==> config.mk <==
export PLATFORM = sky130hd
export DESIGN_NAME = video_deframer
export DESIGN_NICKNAME = d
export VERILOG_FILES = /design/src/rtl/video_deframer_pkg.sv /design/src/rtl/video_deframer_datapath.sv /design/src/rtl/video_deframer_ctrl.sv /design/src/rtl/video_deframer.sv
export SDC_FILE = /design/constraint.sdc
export NUM_CORES = 1
export LEC_CHECK = 0
export ABC_AREA = 0
export BUFFER_PORTS_ARGS = -buffer_cell sky130_fd_sc_hd__buf_2
export CORE_AREA = 2 2 76 78
export CTS_CLUSTER_SIZE = 30
export DETAILED_ROUTE_END_ITERATION = 16
export DIE_AREA = 0 0 78 80
export GPL_TIMING_DRIVEN = 0
export HOLD_SLACK_MARGIN = 0.05
export PLACE_DENSITY = 0.71
export SYNTH_ARGS = -nofsm -noshare
export SYNTH_HDL_FRONTEND = slang
export SYNTH_SLANG_ARGS = --single-unit
==> constraint.sdc <==
create_clock -name clk -period 1.5 [get_ports clk]
set_input_delay 0.15 -clock clk [delete_from_list [all_inputs] [get_ports clk]]
set_output_delay 0.15 -clock clk [all_outputs]
set_load 0.005 [all_outputs]
==> src/rtl/video_deframer_pkg.sv <==
package video_deframer_pkg;
  localparam int LANE_COUNT = 4;
  localparam int LANE_BITS  = 7;
  localparam int FRAME_W    = LANE_COUNT * LANE_BITS;

  typedef struct packed {
    logic load;   // present decoded frame this edge
    logic clear;  // blank outputs this edge
  } strobe_t;

  typedef enum logic [1:0] {ST_SEARCH, ST_VERIFY, ST_LOCKED} lock_state_t;

  typedef struct packed {
    logic [7:0] red;
    logic [7:0] green;
    logic [7:0] blue;
    logic       hsync;
    logic       vsync;
    logic       de;
  } pixel_t;

  function automatic pixel_t decodePixel(input logic [FRAME_W-2:0] f, input logic sel);
    pixel_t p;
    p.hsync = f[18];
    p.vsync = f[19];
    p.de    = f[20];
    if (!sel) begin
      p.red   = {f[5:0],   f[22:21]};
      p.green = {f[11:6],  f[24:23]};
      p.blue  = {f[17:12], f[26:25]};
    end else begin
      p.red   = {f[22:21], f[5:0]};
      p.green = {f[24:23], f[11:6]};
      p.blue  = {f[26:25], f[17:12]};
    end
    return p;
  endfunction
endpackage

==> src/rtl/video_deframer_datapath.sv <==
module video_deframer_datapath
  import video_deframer_pkg::*;
#(
  parameter logic [LANE_BITS-1:0] CLK_SHAPE = 7'b1100011
) (
  input  logic                  clk,
  input  logic                  rstN,
  input  logic [LANE_COUNT-1:0] dataIn,
  input  logic                  frameClkIn,
  input  logic                  mapSel,
  input  strobe_t               strobe,
  output logic                  clkMatch,
  output pixel_t                pixOut,
  output logic                  pixValid
);
  logic [LANE_BITS-1:0] laneShift [LANE_COUNT];
  logic [LANE_BITS-1:0] clkShift;
  logic [FRAME_W-1:0]   frameWord;
  logic                 unusedReserved;

  // Newest bit enters at position 0, so the oldest bit of the frame sits at the top.
  genvar gl, gk;
  generate
    for (gl = 0; gl < LANE_COUNT; gl++) begin : g_lane
      always_ff @(posedge clk) begin
        if (!rstN) laneShift[gl] <= '0;
        else       laneShift[gl] <= {laneShift[gl][LANE_BITS-2:0], dataIn[gl]};
      end
      for (gk = 0; gk < LANE_BITS; gk++) begin : g_bit
        assign frameWord[gl*LANE_BITS + gk] = laneShift[gl][LANE_BITS-1-gk];
      end
    end
  endgenerate

  always_ff @(posedge clk) begin
    if (!rstN) clkShift <= '0;
    else       clkShift <= {clkShift[LANE_BITS-2:0], frameClkIn};
  end

  assign clkMatch       = (clkShift == CLK_SHAPE);
  assign unusedReserved = frameWord[FRAME_W-1];

  always_ff @(posedge clk) begin
    if (!rstN) begin
      pixOut   <= '0;
      pixValid <= 1'b0;
    end else begin
      pixValid <= strobe.load;
      if (strobe.load)       pixOut <= decodePixel(frameWord[FRAME_W-2:0], mapSel);
      else if (strobe.clear) pixOut <= '0;
    end
  end

  assert_strobe_exclusive_R11: assert property (@(posedge clk) disable iff (!rstN)
    !(strobe.load && strobe.clear));
endmodule

==> src/rtl/video_deframer_ctrl.sv <==
module video_deframer_ctrl
  import video_deframer_pkg::*;
#(
  parameter int LOCK_FRAMES = 3,
  parameter int MISS_FRAMES = 2
) (
  input  logic    clk,
  input  logic    rstN,
  input  logic    clkMatch,
  output strobe_t strobe,
  output logic    locked
);
  localparam int RUN_MAX = (LOCK_FRAMES > MISS_FRAMES) ? LOCK_FRAMES : MISS_FRAMES;
  localparam int RUN_W   = $clog2(RUN_MAX + 1);
  localparam int PH_W    = $clog2(LANE_BITS);
  localparam logic [PH_W-1:0] PH_LAST = PH_W'(LANE_BITS - 1);

  lock_state_t      state, stateNext;
  logic [RUN_W-1:0] runCnt, runNext, runInc;
  logic [PH_W-1:0]  phase, phaseNext;
  logic             tick;

  assign runInc = runCnt + RUN_W'(1);
  // Searching checks every cycle, which walks all seven offsets; otherwise once per frame.
  assign tick   = (state == ST_SEARCH) || (phase == PH_LAST);

  always_comb begin
    stateNext = state;
    runNext   = runCnt;
    phaseNext = (phase == PH_LAST) ? '0 : phase + PH_W'(1);
    unique case (state)
      ST_SEARCH: if (clkMatch) begin
        phaseNext = '0;
        if (LOCK_FRAMES <= 1) begin stateNext = ST_LOCKED; runNext = '0; end
        else                  begin stateNext = ST_VERIFY; runNext = RUN_W'(1); end
      end
      ST_VERIFY: if (tick) begin
        if (!clkMatch)                          begin stateNext = ST_SEARCH; runNext = '0; end
        else if (runInc == RUN_W'(LOCK_FRAMES)) begin stateNext = ST_LOCKED; runNext = '0; end
        else                                    runNext = runInc;
      end
      ST_LOCKED: if (tick) begin
        if (clkMatch)                           runNext = '0;
        else if (runInc == RUN_W'(MISS_FRAMES)) begin stateNext = ST_SEARCH; runNext = '0; end
        else                                    runNext = runInc;
      end
      default: begin stateNext = ST_SEARCH; runNext = '0; end
    endcase
  end

  always_ff @(posedge clk) begin
    if (!rstN) begin
      state  <= ST_SEARCH;
      runCnt <= '0;
      phase  <= '0;
    end else begin
      state  <= stateNext;
      runCnt <= runNext;
      phase  <= phaseNext;
    end
  end

  assign strobe.load  = tick && (stateNext == ST_LOCKED);
  assign strobe.clear = tick && (stateNext != ST_LOCKED);
  assign locked       = (state == ST_LOCKED);

  assert_lock_on_match_R6: assert property (@(posedge clk) disable iff (!rstN)
    $rose(locked) |-> $past(clkMatch));
  assert_drop_on_miss_R7: assert property (@(posedge clk) disable iff (!rstN)
    $fell(locked) |-> !$past(clkMatch));
endmodule

==> src/rtl/video_deframer.sv <==
module video_deframer
  import video_deframer_pkg::*;
#(
  parameter int                   LOCK_FRAMES = 3,
  parameter int                   MISS_FRAMES = 2,
  parameter logic [LANE_BITS-1:0] CLK_SHAPE   = 7'b1100011
) (
  input  logic                  clk,
  input  logic                  rstN,
  input  logic [LANE_COUNT-1:0] dataIn,
  input  logic                  frameClkIn,
  input  logic                  mapSel,
  output logic [7:0]            red,
  output logic [7:0]            green,
  output logic [7:0]            blue,
  output logic                  hsync,
  output logic                  vsync,
  output logic                  de,
  output logic                  pixValid,
  output logic                  locked
);
  strobe_t strobe;
  logic    clkMatch;
  pixel_t  pixOut;

  video_deframer_ctrl #(.LOCK_FRAMES(LOCK_FRAMES), .MISS_FRAMES(MISS_FRAMES)) u_ctrl (
    .clk(clk), .rstN(rstN), .clkMatch(clkMatch), .strobe(strobe), .locked(locked));

  video_deframer_datapath #(.CLK_SHAPE(CLK_SHAPE)) u_dp (
    .clk(clk), .rstN(rstN), .dataIn(dataIn), .frameClkIn(frameClkIn), .mapSel(mapSel),
    .strobe(strobe), .clkMatch(clkMatch), .pixOut(pixOut), .pixValid(pixValid));

  assign red   = pixOut.red;
  assign green = pixOut.green;
  assign blue  = pixOut.blue;
  assign hsync = pixOut.hsync;
  assign vsync = pixOut.vsync;
  assign de    = pixOut.de;

  assert_blank_unlocked_R9: assert property (@(posedge clk) disable iff (!rstN)
    !locked |-> ({red, green, blue, hsync, vsync, de} == '0 && !pixValid));
  assert_valid_needs_lock_R11: assert property (@(posedge clk) disable iff (!rstN)
    pixValid |-> locked);
  assert_valid_single_R11: assert property (@(posedge clk) disable iff (!rstN)
    pixValid |=> !pixValid);
endmodule

* Yosys cells after proc, flatten, opt, wreduce, memory -nomap -nowiden *
Memory sizes are Yosys's and may differ from the RTL's.
Index checks and enable logic that the tools add are counted.

operators by class
  muxes and demuxes = 28
  equality and inequality tests = 11
  $add $sub $neg = 2
  reduce and logical (&&, ||, !) cells = 6
  bitwise logic cells = 4

operators by type and width
  operator                                               number
  two-way mux 27 bit                                     2
  two-way mux 2 bit                                      14
  two-way mux 7 bit                                      4
  two-way mux 24 bit                                     1
  case mux 2 bit (3 select lines)                        2
  two-way mux 3 bit                                      3
  equality test 2 bit, second input constant             4
  equality test 7 bit, second input constant             1
  inequality test 2 x 1 -> 1 bit, second input constant  3
  OR 1 bit                                               4
  adder 3 x 1 -> 3 bit, second input constant            1
  equality test 3 bit, second input constant             1
  AND reduction 3 bit                                    1
  adder 2 x 1 -> 2 bit, second input constant            1
  equality test 2 x 1 -> 1 bit, second input constant    1
  logical AND 1 bit                                      2
  logical NOT 2 bit                                      1
  two-way mux 1 bit                                      2
  inequality test 2 bit, second input constant           1
  nonzero test 2 bit                                     1
  logical OR 1 bit                                       1

storage, ports and cells
  memory bits (writable) = 28
  bits of input ports = 8
  register bits = 42
  memories kept = 1

memory list
  name            words  width  rd ports  clocked after Yosys merged registers in  wr ports  RTL line                       RTL
  u_dp.laneShift  4      7      4         0                                        4         video_deframer_datapath.sv:16  logic [LANE_BITS-1:0] laneShift [LANE_COUNT];

* Depth between registers and ports, before layout *
  depth in word-level cells = 10
  depth in mapped cells = 6
  mapped depth without buffers = 5

* By module *
Synthesis repeated with hierarchy kept, for this count alone.

unflattened totals
  cells, all modules = 279
  area, all modules = 2,771.4 µm²

by module, submodules not included
  module                   instances  cells an instance  sequential area each (µm²)  area each (µm²)
  video_deframer_datapath  1          224                1,261.2                     2,324.7
  video_deframer_ctrl      1          55                 140.1                       446.7

* Worst setup path after synthesis *
No wires, ideal clock.

  path kind = register to register
  from = register u_ctrl.phase[1]
  to = register u_dp.pixOut[11] (netlist name)
  arrival time = 1.416 ns
  period minus slack after synthesis = 1.503 ns
  stages on the path, launching flop included = 7
  buffers on the path = 2
  path slack = -0.003 ns
  cells stage by stage = dfxtp_1 nand3b_4 o41ai_2 a31oi_1 buf_4 buf_6 o31ai_1

between the ends
  word-level cells in the longest chain between the ends = 7
  elaborated cells on any way between the ends = 11
  classes of those cells = eq/ne (3); mux (4); reduce/logical (4)

ends and longest elaborated chain
  element                                                              RTL line                                              RTL
  start: declaration                                                   video_deframer_ctrl.sv:20                             logic [PH_W-1:0] phase, phaseNext;
  start signal: assignment                                             video_deframer_ctrl.sv:59                             phase <= phaseNext;
  equality test 3 bit (*)                                              video_deframer_ctrl.sv:25                             assign tick = (state == ST_SEARCH) || (phase == PH_LAST);
  logical OR 1 bit (*)                                                 video_deframer_ctrl.sv:25
  two-way mux 2 bit, on equally long branches                          video_deframer_ctrl.sv:42, video_deframer_ctrl.sv:37
  case mux 2 bit (3 select lines)                                      video_deframer_ctrl.sv:31                             unique case (state)
  equality test 2 bit / inequality test 2 bit (equally long branches)  video_deframer_ctrl.sv:63, video_deframer_ctrl.sv:64
  logical AND 1 bit, on equally long branches                          video_deframer_ctrl.sv:63, video_deframer_ctrl.sv:64
  two-way mux 27 bit / nonzero test 2 bit (equally long branches)      --

Every way passes the cells marked *; elsewhere a longest branch is shown, timed or not.
A chain may end at the register's enable or synchronous reset.

* Final worst setup path *
  from = register u_ctrl.state[1]
  to = register u_dp.pixOut[17] (netlist name)

between the ends
  word-level cells in the longest chain between the ends = 7
  elaborated cells on any way between the ends = 18
  classes of those cells = eq/ne (4); mux (9); reduce/logical (5)

ends and longest elaborated chain
  element                                                              RTL line                                              RTL
  start: declaration                                                   video_deframer_ctrl.sv:18                             lock_state_t state, stateNext;
  start signal: assignment                                             video_deframer_ctrl.sv:57                             state <= stateNext;
  two-way mux 2 bit (tied with other cells)                            video_deframer_ctrl.sv:44                             else if (runInc == RUN_W'(MISS_FRAMES)) begin stateNext = ST_SEARCH; runNext = '0; end
  two-way mux 2 bit (tied with other cells)                            video_deframer_ctrl.sv:43                             if (clkMatch) runNext = '0;
  two-way mux 2 bit, on equally long branches                          video_deframer_ctrl.sv:42, video_deframer_ctrl.sv:37
  case mux 2 bit (3 select lines)                                      video_deframer_ctrl.sv:31
  equality test 2 bit / inequality test 2 bit (equally long branches)  video_deframer_ctrl.sv:63, video_deframer_ctrl.sv:64
  logical AND 1 bit, on equally long branches                          video_deframer_ctrl.sv:63, video_deframer_ctrl.sv:64
  two-way mux 27 bit / nonzero test 2 bit (equally long branches)      --

Parallel ways exist; a longest one is shown, timed or not.

==> impl_metrics.csv <==
group,metric,value,unit
floorplan,die_h,80,um
worst_setup_path,cp.required,1.76,ns
timing,period_share,104.0,%
worst_hold_path,hp-class,"primary input to flop",
timing,fmax,0.6410,GHz
clock_network,numCtsBuffers,9,
outcome,status,"finished, violations left",
floorplan,start_util,50.05,%
worst_hold_path,holdCritStartpoint,"rstN",
clock_network,clk_latency,0.34,ns
detailed_routing,drc_errors,0,
logic_synthesis,synth_warnings,0,
final_layout,final_cell_area,3432,um2
logic_synthesis,ys_seq_area_share,51.80,%
clock_network,cts_tree,"yes",
worst_setup_path,crit_end,"u_dp.pixOut[17]",
floorplan,die_area,6240,um2
logic_synthesis,synth_area,2705,um2
power,p_per_area,975.2,nW/um2
power,ir_drop,0.0006658,V
global_routing,grt_pass1_vias,1996,
worst_setup_path,endpoint_kind,"flop",
detailed_routing,wl_per_cell,13.90,um
final_layout,num_antenna_cells,0,
timing,setup_violations,7,
global_routing,grt-ovfl-total,0,
placed_design,gp_congestion,0.7684,
worst_setup_path,worstSetupStartpoint,"u_ctrl.state[1]",
clock_network,clkTransAtPathRegs,0.07,ns
final_layout,nFillCells,474,
worst_setup_path,critical_path_arrival,1.82,ns
global_routing,grt_max_degree,11,
clock_network,htree_levels,3,
worst_setup_path,critPathKind,"flop to flop",
logic_synthesis,yosys_register_bits,70,
logic_synthesis,yosysTopAreaCell,"dfxtp_1",
worst_setup_path,reg2reg_depth,6,
run,maxCapViolCount,0,
floorplan,fp.dieW,78,um
global_routing,antenna_found_initial,0,
timing,fin_ws,-0.06018,ns
detailed_routing,postRouteAntennaNets,0,
timing,maxSlewHeadroom,67.13,%
final_layout,layout.nets,343,
final_layout,mostFrequentLayoutCell,"dfxtp_1",
logic_synthesis,syn-num-nets,285,
detailed_routing,wl,5.712,mm
logic_synthesis,syn_avg_cell_area,9.766,um2
worst_setup_path,r2r_start,"u_ctrl.state[1]",
final_layout,final_util,63.50,%
final_layout,layout_common_cells,"64 x dfxtp_1, 57 x nand2_1, 36 x buf_2, 32 x and2_1, 25 x mux2_2",
placed_design,placed_cell_area,2967,um2
timing,max_slew.worst_pin.slew,0.4930,ns
worst_setup_path,r2r_setup_slack,-0.06,ns
logic_synthesis,ys_types,33,
worst_setup_path,start_kind,"flop",
final_layout,area_growth,26.87,%
detailed_routing,firstDrtPassIters,4,
global_routing,grtUsageTotal,19.53,%
worst_setup_path,cp_max_fo,7,
clock_network,cts.sink_count,70,
outcome,violations,"setup timing",
global_routing,grt_pass1_wl,9.232,mm
timing,slew_violations,0,
logic_synthesis,synth_area_leaders,"dfxtp_1 52%, mux2_2 10%, nand2_1 8.0%",
timing,finalHoldViolations,0,
worst_setup_path,reg2reg_to,"u_dp.pixOut[17]",
floorplan,core_area,5405,um2
timing,clock_skew,0.005253,ns
clock_network,cts-root-buf,"clkbuf_8",
final_layout,final_layout_size_suffix_gt1_share,35.40,%
placed_design,post-dp-hpwl,3.593,mm
timing,rsz0062_at_grt,"true",
detailed_routing,dr_total_vias,2097,
detailed_routing,routed_via_density,5.102,
power,p_leak,1.449,nW
logic_synthesis,syn_inst,277,
placed_design,io_buffer_count,34,
floorplan,rows,27,
floorplan,pin_count,37,
clock_network,cts_buffer_depth,2,
logic_synthesis,netlist.area_leader.share,51.80,%
detailed_routing,drt-initial-drc-count,81,
timing,period_minus_slack,1.560,ns
[logic make-up (layout without fill, tap and decap cells)]
group	after synthesis	count (layout)	share of synthesized area, %
and+or+nand+nor	109	109	20.54
muxes	26	26	10.78
buffers and inverters	26	88	4.209
DFF	70	70	51.80
AOI/OAI and AO/OA	46	46	12.67
[state kept, by name, summed over array words and instances (netlist names)]
| register | flops |
|---|---|
| u_dp.pixOut | 27 |
| u_dp.laneShift | 28 |
| u_ctrl.runCnt | 2 |
| u_ctrl.state | 2 |
| u_dp.clkShift | 7 |
| u_dp.pixValid | 1 |
| u_ctrl.phase | 3 |
[worst max-delay path, stage by stage, from the launching register on]
cell	delay [ns]
dfxtp_4	0.36
nand2b_4	0.14
o41ai_2	0.26
a31oi_1	0.15
buf_4	0.20
buf_6	0.14
o31ai_4	0.24
[cell usage after synthesis]
master     instances
o21ai_0            2
nand2_1           58
and2_1            32
a211oi_1           1
and3_1             1
and3b_1            2
o2111ai_1          1
a21oi_1            5
o311a_1            2
dfxtp_1           70
nor3_1             2
or2_2              1
buf_2              4
a32oi_1            1
nand3b_4           1
mux2_2            25
o31ai_1           28
buf_6              1
a21oi_2            1
clkbuf_1          12
nand4bb_1          1
nand3b_1           2
o41ai_2            1
a21o_1             1
a31oi_1            2
or4_1              1
nand2b_1           2
inv_1              8
o21bai_1           1
and4bb_2           1
nor2_1             5
mux2i_1            1
buf_4              1
[how the worst min path moves through the flow]
stage	end	slack (ns)	depth (start not counted)
global placement	u_dp.laneShift[2][0]	0.36	2
global route	u_dp.laneShift[2][2]	0.27	3
floorplan	u_dp.clkShift[0]	0.28	1
detailed placement	u_dp.clkShift[0]	0.36	2
finish	u_dp.laneShift[2][1]	0.23	3
CTS	u_dp.laneShift[2][2]	0.22	3
[cell type report]
type                    instances  area [um2]  area share, %
inverters                       8       30.03         0.8750
clock buffers                  14       162.7          4.739
well taps                      72       90.09          2.625
flip-flops and latches         70        1414          41.20
repair buffers                 48       295.3          8.604
multi-input cells             181        1326          38.64
plain buffers                  17       108.9          3.172
clock inverters                 1       5.005         0.1458
[where the power goes]
group	internal [mW]	switching (mW)	total, mW
Clock	0.681	0.637	1.32
Combinational	0.0609	0.0637	0.125
Sequential	1.88	0.0204	1.90
Total	2.63	0.721	3.35
[per-layer routing]
layer / GRT usage, % / vias up / share of wire (%)
met3: 4.751 / 12 / 3.3
met5: 0 / - / 0
met4: 10.00 / 0 / 2.2
met2: 30.69 / 38 / 46
li1: - / 1066 / -
met1: 24.98 / 981 / 48
[repair_timing]
| action | in CTS | in global routing |
|---|---|---|
| hold endpoints to repair | 5 | 0 |
| setup buffers | 7 | 1 |
| cloned | 1 | 0 |
| hold buffers | 5 | 0 |
| resized for setup | 21 | 30 |
| pin swaps | 18 | 2 |
| endpoints found under the setup margin | 24 | 28 |
[stage by stage]
step                      std cells  power (mW)  setup TNS (ns)  setup slack, ns  hold slack (ns)
after floorplan                 277       2.027               0          0.02222           0.2773
after global placement          383       2.057          -6.098          -0.2922           0.3557
after detailed placement        383       2.061          -6.680          -0.3235           0.3610
after CTS                       410       3.387         -0.1369         -0.03441           0.2233
after global routing            411       3.466          -1.590          -0.1358           0.2697
final                           411       3.347         -0.1323         -0.06018           0.2341
No activity file was read; power rests on OpenSTA's default activity.
